`src/rtl/spi_wdt_pkg.sv`:
```
`timescale 1ns/1ps
package spi_wdt_pkg;

    localparam int unsigned SEL_W          = 3;
    localparam int unsigned NUM_CODES      = 1 << SEL_W;
    // cycles of a 3.6864 MHz reference in 50 ms
    localparam int unsigned BASE_CYCLES    = 184320;
    localparam logic [SEL_W-1:0] SEL_RESET = 3'b100;

    // multiples of the 50 ms base period
    function automatic int unsigned code_mult(input logic [SEL_W-1:0] sel);
        case (sel)
            3'd0:    return 1;
            3'd1:    return 2;
            3'd2:    return 10;
            3'd3:    return 20;
            3'd4:    return 40;
            3'd5:    return 60;
            3'd6:    return 80;
            default: return 100;
        endcase
    endfunction

    function automatic int unsigned term_cycles(input logic [SEL_W-1:0] sel,
                                                input int unsigned div);
        int unsigned d;
        int unsigned t;
        d = (div == 0) ? 1 : div;
        t = (BASE_CYCLES * code_mult(sel)) / d;
        if (t == 0) t = 1;
        return t;
    endfunction

endpackage

```
`src/rtl/spi_wdt_period_map.sv`:
```
`timescale 1ns/1ps
module spi_wdt_period_map
    import spi_wdt_pkg::*;
#(
    parameter int unsigned SCALE_DIV = 1,
    parameter int unsigned CNT_W     = 25
) (
    input  logic [SEL_W-1:0] sel_i,
    output logic [CNT_W-1:0] term_o
);

    logic [CNT_W-1:0] term_tbl [NUM_CODES];

    for (genvar g = 0; g < NUM_CODES; g++) begin : g_code
        localparam int unsigned TERM = term_cycles(SEL_W'(g), SCALE_DIV);
        assign term_tbl[g] = CNT_W'(TERM);
    end

    assign term_o = term_tbl[sel_i];

endmodule

```
`src/rtl/spi_wdt_counter.sv`:
```
`timescale 1ns/1ps
module spi_wdt_counter
    import spi_wdt_pkg::*;
#(
    parameter int unsigned CNT_W = 25
) (
    input  logic             clk_i,
    input  logic             rst_ni,
    input  logic             enable_i,
    input  logic             frame_done_i,
    input  logic [SEL_W-1:0] period_sel_i,
    input  logic [CNT_W-1:0] term_i,
    output logic             hit_o
);

    typedef struct packed {
        logic [CNT_W-1:0] cnt;
        logic [SEL_W-1:0] sel;
    } cnt_state_t;

    cnt_state_t st_d, st_q;
    logic       restart;

    always_comb begin
        st_d     = st_q;
        st_d.sel = period_sel_i;
        restart  = !enable_i || frame_done_i || (period_sel_i != st_q.sel);
        if (restart) begin
            st_d.cnt = '0;
        end else if (st_q.cnt < term_i) begin
            st_d.cnt = st_q.cnt + CNT_W'(1);
        end
        hit_o = !restart && ((st_q.cnt + CNT_W'(1)) == term_i);
    end

    always_ff @(posedge clk_i or negedge rst_ni) begin
        if (!rst_ni) begin
            st_q.cnt <= '0;
            st_q.sel <= SEL_RESET;
        end else begin
            st_q <= st_d;
        end
    end

endmodule

```
`src/rtl/spi_wdt_flag.sv`:
```
`timescale 1ns/1ps
module spi_wdt_flag (
    input  logic clk_i,
    input  logic rst_ni,
    input  logic hit_i,
    input  logic clear_i,
    output logic flag_o,
    output logic pulse_o
);

    typedef struct packed {
        logic flag;
        logic pulse;
    } flag_state_t;

    flag_state_t st_d, st_q;

    always_comb begin
        st_d       = st_q;
        st_d.pulse = hit_i;
        // a new timeout takes precedence over a simultaneous clear
        st_d.flag  = hit_i || (st_q.flag && !clear_i);
    end

    always_ff @(posedge clk_i or negedge rst_ni) begin
        if (!rst_ni) begin
            st_q <= '0;
        end else begin
            st_q <= st_d;
        end
    end

    assign flag_o  = st_q.flag;
    assign pulse_o = st_q.pulse;

endmodule

```
`src/rtl/spi_idle_watchdog.sv`:
```
`timescale 1ns/1ps
module spi_idle_watchdog
    import spi_wdt_pkg::*;
#(
    parameter int unsigned SCALE_DIV = 1
) (
    input  logic       clk_i,
    input  logic       rst_ni,
    input  logic       enable_i,
    input  logic [2:0] period_sel_i,
    input  logic       frame_done_i,
    input  logic       flag_clear_i,
    output logic       timeout_flag_o,
    output logic       timeout_pulse_o
);

    localparam int unsigned MAX_TERM = term_cycles(SEL_W'(NUM_CODES - 1), SCALE_DIV);
    localparam int unsigned CNT_W    = $clog2(MAX_TERM + 1);

    logic [CNT_W-1:0] term;
    logic             hit;

    spi_wdt_period_map #(
        .SCALE_DIV (SCALE_DIV),
        .CNT_W     (CNT_W)
    ) u_map (
        .sel_i  (period_sel_i),
        .term_o (term)
    );

    spi_wdt_counter #(
        .CNT_W (CNT_W)
    ) u_cnt (
        .clk_i        (clk_i),
        .rst_ni       (rst_ni),
        .enable_i     (enable_i),
        .frame_done_i (frame_done_i),
        .period_sel_i (period_sel_i),
        .term_i       (term),
        .hit_o        (hit)
    );

    spi_wdt_flag u_flag (
        .clk_i   (clk_i),
        .rst_ni  (rst_ni),
        .hit_i   (hit),
        .clear_i (flag_clear_i),
        .flag_o  (timeout_flag_o),
        .pulse_o (timeout_pulse_o)
    );

endmodule

```
`config.mk`:
```
export PLATFORM = sky130hd
export DESIGN_NAME = spi_idle_watchdog
export DESIGN_NICKNAME = d
export VERILOG_FILES = /design/src/rtl/spi_wdt_pkg.sv /design/src/rtl/spi_wdt_period_map.sv /design/src/rtl/spi_wdt_counter.sv /design/src/rtl/spi_wdt_flag.sv /design/src/rtl/spi_idle_watchdog.sv
export SDC_FILE = /design/constraint.sdc
export NUM_CORES = 1
export LEC_CHECK = 0
export ABC_AREA = 1
export BUFFER_PORTS_ARGS = -buffer_cell sky130_fd_sc_hd__buf_4
export CORE_MARGIN = 1
export CORE_UTILIZATION = 40
export CTS_CLUSTER_SIZE = 8
export DETAILED_ROUTE_END_ITERATION = 10
export GPL_ROUTABILITY_DRIVEN = 0
export SLEW_MARGIN = 20
export SYNTH_ARGS = -nofsm -noshare
export SYNTH_HDL_FRONTEND = slang
export SYNTH_SLANG_ARGS = --single-unit
export TNS_END_PERCENT = 1
```
`constraint.sdc`:
```
create_clock -name clk_i -period 2.1 [get_ports clk_i]
set_input_delay 0 -clock clk_i [delete_from_list [all_inputs] [get_ports clk_i]]
set_output_delay 0 -clock clk_i [all_outputs]
set_load 0.02 [all_outputs]
```
Yosys cells after proc, flatten, opt, wreduce, memory -nomap -nowiden

Memory sizes are Yosys's and may differ from the RTL's.
Index checks and enable logic that the tools add are counted.

Bits in registers: 30
Bits in read-only memories: 200
Input bits: 8
Output and inout bits: 2
Word-level logic and storage cells: 24
Memories: 1

Memories:

| memory          | depth | bits a word | rd ports | clocked after Yosys merged registers in | write ports | RTL line                 | RTL |
|---|---|---|---|---|---|---|---|
| (no name shown) | 8     | 25          | 1        | 0                                       | 0           | spi_wdt_period_map.sv:19 | `assign term_o = term_tbl[sel_i];` |

$add $sub $neg: 1
Magnitude comparators: 2
Eq/ne operators: 2
Multiplexer cells: 4
Bitwise gates (word level): 1
Reductions and logical operators: 9

Operators by type and width:

| cell                  | number |
|---|---|
| $mux 25               | 4 |
| $add 25x1->25 const B | 1 |
| $eq 25x25->1          | 1 |
| $lt 25x25->1          | 1 |
| $ge 4x4->1 const B    | 1 |
| $not 3->4             | 1 |
| $logic_not 1->1       | 3 |
| $logic_or 1x1->1      | 3 |
| $ne 3x3->1            | 1 |
| $logic_and 1x1->1     | 2 |
| $reduce_bool 2->1     | 1 |

Depth between registers and ports, before layout

Gate-level depths: netlist of the first run.

Word-level depth: 7
Gate-level depth with buffers: 16
Gate-level depth less buffers: 15

Cells and area by module

A second synthesis of the first run with hierarchy kept.

Cell total of the unflattened synthesis: 509
Area, all modules: 3220.6 um2

Modules (own cells, without submodules):

| module             | times used | cells each | area each (um2) |
|---|---|---|---|
| spi_wdt_counter    | 1          | 457        | 2884.0 |
| spi_wdt_period_map | 1          | 46         | 271.5 |
| spi_wdt_flag       | 1          | 6          | 65.1 |

Least setup slack after synthesis of the first run

OpenSTA, ideal clock, no wires.

Kind: input to register
From: input period_sel_i[1]
To: register u_cnt.st_q[19] in the netlist's numbering
Library setup time: 74 ps
Data arrival time: 2117 ps
Required time: 2026 ps
Path slack: -91 ps
Stages on the path: 16
Cells stage by stage: inv_1 > ha_1 > nand2_1 > inv_1 > a21oi_1 > inv_1 > ha_1 > nand2_1 > nor3_1 > nand3_1 > a31oi_1 > nor2_1 > nor2_2 > buf_2 > nand2_1 > o21ai_2

Longest elaborated chain between the ends: 6
Elaborated cells on any way between the ends: 9
Classes of those cells: order compare (1); eq/ne (1); mux (3); bitwise (1); reduce/logical (2); memory (1)

RTL lines:

| element                                    | RTL line                 | RTL |
|---|---|---|
| from (decl)                                | spi_idle_watchdog.sv:10  | `input logic [2:0] period_sel_i,` |
| $not 3->4 (implied by the code)            | spi_wdt_period_map.sv:19 |  |
| $mem_v2 8x25                               | -                        |  |
| $mux 25 (implied by the code) (2 in a row) | spi_wdt_period_map.sv:19 |  |
| $lt 25x25->1                               | spi_wdt_counter.sv:30    | `end else if (st_q.cnt < term_i) begin` |
| $reduce_bool 2->1 (no line)                | -                        |  |
| to (signal assigned)                       | spi_wdt_counter.sv:41    | `st_q <= st_d;` |
| to (decl)                                  | spi_wdt_counter.sv:21    | `cnt_state_t st_d, st_q;` |

Parallel ways exist; a longest one is shown, timed or not. The select of a mux whose other input is x is not followed.
A chain may end at the register's enable or synchronous reset.

Final worst setup path of the first run

From: register u_cnt.st_q[27] in the netlist's numbering
To: register u_cnt.st_q[27] in the netlist's numbering

Longest elaborated chain between the ends: 3
Elaborated cells on any way between the ends: 5
Classes of those cells: add/sub (1); order compare (1); mux (2); reduce/logical (1)

RTL lines:

| element       | RTL line              | RTL |
|---|---|---|
| $add 25x1->25 | spi_wdt_counter.sv:31 | `st_d.cnt = st_q.cnt + CNT_W'(1);` |
| $mux 25       | spi_wdt_counter.sv:30 |  |
| $mux 25       | spi_wdt_counter.sv:28 | `if (restart) begin` |

Parallel ways exist; a longest one is shown, timed or not. The select of a mux whose other input is x is not followed.

==> results of run 1 <==
synthesized netlist by cell type:
cell      number  area share
nand2_1      173        0.23
inv_1         47       0.062
nand3_1       47       0.083
nor2_1        45       0.059
dfrtp_1       29        0.26
ha_1          17       0.075
nand2_2       12       0.026
nand4_1       10       0.022
o21ai_2       10       0.031
o21ai_0        9       0.016
a21oi_1        8       0.014
nor2_2         8       0.018
nand3b_1       5       0.013
nor2_4         5       0.020
nor3_1         4      0.0070
buf_4          3      0.0079
inv_2          3      0.0040
buf_2          2      0.0035
a31oi_1        1      0.0022
and2_0         1      0.0022
dfstp_2        1      0.0093
nand2_4        1      0.0040
nand3_2        1      0.0035
nor2_8         1      0.0070
nor3_2         1      0.0035
o211ai_1       1      0.0026
o21ai_1        1      0.0018
o21bai_2       1      0.0040
xnor2_1        1      0.0031
xnor3_1        1      0.0079
xor2_1         1      0.0031
cell families (layout without fill, tap and decap cells):
family	count (synthesis)	count (layout)
buffers and inverters	55	102
AO/OA/AOI/OAI	31	31
flip-flops	30	30
adder cells (fa/ha/maj)	17	17
XOR/XNOR	3	3
AND/OR/NAND/NOR	314	314
registers in the layout (all words and copies together), names as in the netlist:
| signal | flops |
|---|---|
| u_cnt.st_q | 28 |
| u_flag.flag_o | 1 |
| u_flag.pulse_o | 1 |
worst min-delay path by stage:
stage | start | end | depth (start not counted)
4_1_cts | period_sel_i[1] | u_cnt.st_q[1] | 2
2_1_floorplan | rst_ni | u_cnt.st_q[0] | 0
3_3_place_gp | rst_ni | u_cnt.st_q[21] | 1
6_report | period_sel_i[1] | u_cnt.st_q[1] | 2
5_1_grt | period_sel_i[1] | u_cnt.st_q[1] | 2
3_5_place_dp | rst_ni | u_cnt.st_q[21] | 1
timing repair:
item                                    in CTS  in global routing
hold buffers                                 4                  0
gates resized for setup                      0                 24
endpoints found under the hold margin       33                  0
setup buffers                                0                  1
endpoints found under the setup margin       0                 27
routing by layer:
layer / global-route usage / vias up / routed length (um)
li1: - / 1529 / -
met1: 0.335 / 1364 / 4010
met2: 0.401 / 76 / 3890
met3: 0.0314 / 12 / 335
met4: 0.0758 / 0 / 133
met5: 0 / - / 0
through the flow:
step | total power [mW] | util
after floorplan | 0.688 | -
after global placement | 0.778 | 0.473
after detailed placement | 0.780 | 0.473
after CTS | 1.30 | 0.492
after global routing | 1.35 | 0.501
final | 1.29 | 0.501
power by group through the flow:
| stage | registers (mW) | logic [mW] | clock network [mW] |
|---|---|---|---|
| final | 0.584 | 0.194 | 0.511 |
| after global routing | 0.583 | 0.221 | 0.547 |
| after CTS | 0.583 | 0.192 | 0.527 |
| after detailed placement | 0.595 | 0.185 | 0 |
| after global placement | 0.595 | 0.183 | 0 |
| after floorplan | 0.595 | 0.0934 | 0 |
layout make-up:
class | instances | area, sq um | share of cell area
Inverter | 50 | 194 | 0.0567
Timing Repair Buffer | 44 | 348 | 0.102
Multi-Input combinational cell | 365 | 1910 | 0.558
Clock buffer | 7 | 86.3 | 0.0252
Sequential cell | 30 | 761 | 0.222
Clock inverter | 1 | 5.00 | 0.00146
Tap cell | 96 | 120 | 0.0351
==> metrics.csv, run 1 <==
metric;value;unit
outcome;finished, violations left;
violations;hold timing;
crit_path_start;u_cnt.st_q[27];
path_clk_slew;80;ps
layout_setup_ws;76.1;ps
core_area;6830;sq um
cp.arrival;2240;ps
tightest_slew;469;ps
required;2320;ps
layout_common_cells;172 x nand2_1, 47 x nand3_1, 45 x inv_1, 44 x nor2_1, 38 x buf_4;
grt_max_degree;31;
groute.usage.overall;0.245;
die-area;7440;sq um
drv_slew;0;
synthSimpleGateAreaFrac;0.497;
slowest_stage;dfrtp_1;
ys_seq_area_frac;0.265;
diodes;0;
drive_above_1_share;0.215;
switching_share;0.279;
ys_ff_latch;30;
start_kind;flop;
synth_nets;475;
clock_sinks;30;
wl;8370;um
first_pass_iters;5;
power_leakage;1.64;nW
syn_to_final_growth;20.5;%
final-hold-violation-count;1;
yosys.area_share.adder;0.0749;
setup_violations;0;
synth_top_family_by_area;simple AND/OR/NAND/NOR gates;
io_pins;10;
p_int;0.928;mW
placed_area;3230;sq um
antenna_found_initial;0;
drc;0;
cts_inserted_buffers;5;
rsz0062_at_grt;true;
power_frac_seq;0.453;
combPwrFrac;0.150;
nFillCells;726;
antenna_left;0;
stdcell_count;593;
syn_area_per_cell;6.31;sq um
cpMostUsedCell;nand2_1;
reg2reg_to;u_cnt.st_q[27];
pre_cts_slack;-224;ps
viasPerCell;5.03;
muxShareOfSynthArea;0;
synthesis.area;2840;sq um
layout_min_cycle_time;2020;ps
die_x;86.3;um
crit_end;u_cnt.st_q[27];
start_util;0.416;
peakVddDrop;220;uV
die_y;86.3;um
grt_pass1_vias;2890;
slew_headroom;0.685;
fin_crit_sh;0.964;
rows;30;
min_path_type;input port to flop;
vias;2981;
cts_max_level;2;
clkPwrFrac;0.397;
syn_inst;450;
fin_area;3420;sq um
ys_types;31;
portBuffers;9;
finalNetCount;521;
powerDensity;376;nW/um^2
cts_tree;yes;
net-switching-power;0.360;mW
crit_path_max_fanout;7;
dp_hpwl;6470;um
critPathKind;flop to flop;
hold_slack;-0.601;ps
max_stage_delay;420;ps
fmax;0.494;GHz
grt_overflow_total;0;
synthXorXnorAreaFrac;0.0141;
yosys_warnings;0;
path_buf_inv;1;
finalSetupTns;0;ps
cpLargestDelayFamily;simple AND/OR/NAND/NOR gates;
grt_pass1_wl;13900;um
dp_cells;578;
reg2reg_slack;80;ps
clk_latency;290;ps
r2r_start;u_cnt.st_q[27];
cp-end-kind;flop;
first_iter_violations;208;
clock_path_buffers;2;
wl_per_cell;14.1;um
rr_worst_depth;10;
root_buffer;clkbuf_8;
synth-compound-area-share;0.0714;
worstSetupPathDepth;10;
cap_violations;0;
layout_commonest_cell;nand2_1;
skew;7.97;ps
path_cells;ha_1 -> nand2_1 -> nor3_1 -> nand3_1 -> a31oi_2 -> nor2_1 -> nor2_4 -> buf_4 -> nand2_1 -> o21ai_2;
Power figures use the tool's default switching activity.
==> run 2, diff against run 1 <==
--- a/config.mk
+++ b/config.mk
@@ -6,14 +6,16 @@
 export NUM_CORES = 1
 export LEC_CHECK = 0
 export ABC_AREA = 1
-export BUFFER_PORTS_ARGS = -buffer_cell sky130_fd_sc_hd__buf_4
+export CORE_ASPECT_RATIO = 0.8
 export CORE_MARGIN = 1
 export CORE_UTILIZATION = 40
 export CTS_CLUSTER_SIZE = 8
 export DETAILED_ROUTE_END_ITERATION = 10
+export DONT_BUFFER_PORTS = 1
 export GPL_ROUTABILITY_DRIVEN = 0
 export SLEW_MARGIN = 20
 export SYNTH_ARGS = -nofsm -noshare
 export SYNTH_HDL_FRONTEND = slang
+export SYNTH_HIERARCHICAL = 1
 export SYNTH_SLANG_ARGS = --single-unit
 export TNS_END_PERCENT = 1
==> run 2 against run 1 <==
Against the previous run: the run now ends clean; area after synthesis is 13% higher; combinational power rose by 13%; clock-buffer cell count grew 1; via count grew 15%; setup slack got worse by 38 ps; sequential share of layout area fell by 2.7 points; die area is 13% higher; first-iteration DRC count increased by 76%; largest power group unchanged.
==> metrics.csv, run 2 <==
metric;value;unit;change
groute.usage.overall;0.239;;-0.00599
viasPerCell;5.17;;+2.8%
drc;0;;unchanged
wl_per_cell;14.4;um;+1.9%
outcome;finished clean;;
p_int;0.907;mW;-2.3%
yosysMostFrequentCell;nand2_1;;
diodes;0;;unchanged
net-switching-power;0.367;mW;+2.1%
switching_share;0.288;;+0.00897
top_register;u_cnt/st_q;;
ys_ff_latch;30;;unchanged
syn_area_per_cell;6.33;sq um;+0.25%
antenna_left;0;;unchanged
grt_pass1_wl;14900;um;+7.2%
cp.arrival;2290;ps;+50 ps
syn_to_final_growth;20.9;%;
path_clk_slew;70;ps;about the same
dp_hpwl;7290;um;+13%
ys_types;32;;+3.2%
yosys.area.top_type;dfrtp_1;;
powerDensity;327;nW/um^2;-13%
die-area;8420;sq um;+13%
clock_sinks;30;;unchanged
power_frac_seq;0.458;;+0.005
critPathKind;flop to flop;;
crit_path_max_fanout;7;;unchanged
reg2reg_to;u_flag/flag_o;;
grt_overflow_total;0;;unchanged
reg2reg_slack;40;ps;-40 ps
cts_tree;yes;;
clk_latency;290;ps;about the same
busiest_layer;met1;;
root_buffer;clkbuf_8;;
skew;5.90;ps;-2.07 ps
layout_common_cells;154 x nand2_1, 65 x inv_1, 60 x nand3_1, 46 x buf_4, 31 x nor2_1;;
first_iter_violations;367;;+76%
die_x;102;um;+19%
min_path_type;input port to asynchronous set/reset pin;;
wl;9550;um;+14%
synthTopCellsByArea;dfrtp_1 23%, nand2_1 19%, ha_1 12%, nand3_1 9.6%, inv_1 7.6%;;
use_met1;0.359;;+0.0241
combPwrFrac;0.172;;+0.022
cp-end-kind;flop;;
grt_pass1_vias;2996;;+3.7%
r2r_start;u_cnt/st_q[4];;
drive_above_1_share;0.184;;-0.0310
grt_max_degree;36;;+16%
setup_violations;0;;unchanged
yosys_warnings;6;;+6
grt_util_met3;0.0463;;+0.0149
required;2330;ps;about the same
die_y;82.3;um;-4.6%
met2_usage;0.353;;-0.0481
antenna_found_initial;0;;unchanged
clock_path_buffers;2;;unchanged
synth_ff_type;dfrtp_1;;
pre_cts_slack;-186;ps;+37.5 ps
drv_slew;0;;unchanged
layout_commonest_cell;nand2_1;;
cap_violations;0;;unchanged
synth_top_area_share;0.225;;-0.0302
syn_inst;509;;+13%
crit_path_start;u_cnt/st_q[4];;
fin_crit_sh;0.982;;+0.0183
placed_area;3580;sq um;+11%
core_area;7600;sq um;+11%
async_flop_share;1.00;;unchanged
finalNetCount;596;;+14%
layout_setup_ws;37.8;ps;-38.3 ps
p_total;1.27;mW;-1.1%
vias;3430;;+15%
final-hold-violation-count;0;;-1
nFillCells;762;;+5.0%
portBuffers;0;;-9
start_kind;flop;;
rows;28;;-6.7%
fmax;0.485;GHz;-1.9%
layout_min_cycle_time;2060;ps;+38.3 ps
synthesis.area;3220;sq um;+13%
synth_enable_flop_cells;0;;unchanged
cts_inserted_buffers;5;;unchanged
synthTopCellsByCount;161 x nand2_1, 65 x inv_1, 62 x nand3_1;;
ys_seq_area_frac;0.233;;-0.0313
peakVddDrop;268;uV;+22%
power_leakage;1.87;nW;+14%
rr_worst_depth;16;;+6
largest_reg_flops;28;;unchanged
clkPwrFrac;0.370;;-0.027
start_util;0.424;;+0.00788
fin_area;3890;sq um;+14%
rsz0062_at_grt;true;;
io_pins;10;;unchanged
first_pass_iters;5;;unchanged
cts_max_level;2;;unchanged
==> run 2: final cells by class <==
type                       count  area, sq um  share of cell area
multi-input combinational    400         2210               0.567
sequential                    30          759               0.195
timing repair buffer          55          467               0.120
inverter                      66          248              0.0636
tap                          105          131              0.0337
clock buffer                   8         80.1              0.0206
==> run 2: cells by family after synthesis <==
family,synth area share
AOI/OAI and AO/OA,0.0789
other,0.00116
DFF,0.233
xor gates and xnor gates,0.0221
buffers and inverters,0.127
adders and majority gates,0.117
and+or+nand+nor,0.421
==> run 2: worst max path at each step <==
stage	cells after the start	to
after detailed placement	15	u_cnt/st_q[11]
after CTS	9	u_cnt/st_q[11]
after global routing	14	u_flag/flag_o
after floorplan	17	u_cnt/st_q[3]
final	16	u_flag/flag_o
after global placement	15	u_cnt/st_q[23]
==> run 2: power by group through the flow <==
stage / registers (mW) / logic [mW] / clock network, mW
2_1_floorplan: 0.595 / 0.145 / 0
3_3_place_gp: 0.594 / 0.179 / 0
3_5_place_dp: 0.595 / 0.181 / 0
4_1_cts: 0.583 / 0.208 / 0.485
5_1_grt: 0.583 / 0.249 / 0.503
6_report: 0.584 / 0.219 / 0.471
==> run 2: repair_timing <==
action / CTS / global route
resized for setup: 1 / 45
pin swaps: 0 / 13
setup endpoints to repair: 9 / 27
hold endpoints to repair: 34 / 0
setup buffers: 0 / 7
hold buffers: 6 / 0
==> run 2: per-stage QoR <==
step	TNS, ps	util	hold slack (ps)	cells
after detailed placement	-3110	0.471	-295	643
after global routing	-72.7	0.512	179	664
after CTS	0	0.491	143	657
final	0	0.512	142	664
after global placement	-2000	0.471	-295	643
after floorplan	0	-	-296	520
==> run 2: worst max-delay path, cell delays in order, from the launching register on <==
cell and delay (ps):
dfrtp_1 360, ha_2 210, nand2_4 60, nor2_4 210, nand2_4 130, buf_6 140
nand2_2 50, nand2_1 60, nand2_1 70, nand2_2 60, inv_1 50, nand3_1 80
nor2_1 120, nand3_1 130, nor2_2 150, inv_1 50, nand2_1 60
==> run 2: metal layers <==
metal / share of wire / wire length [um]
met1: 0.51 / 4900
met2: 0.41 / 3930
met3: 0.063 / 606
met4: 0.011 / 104
met5: 0 / 0
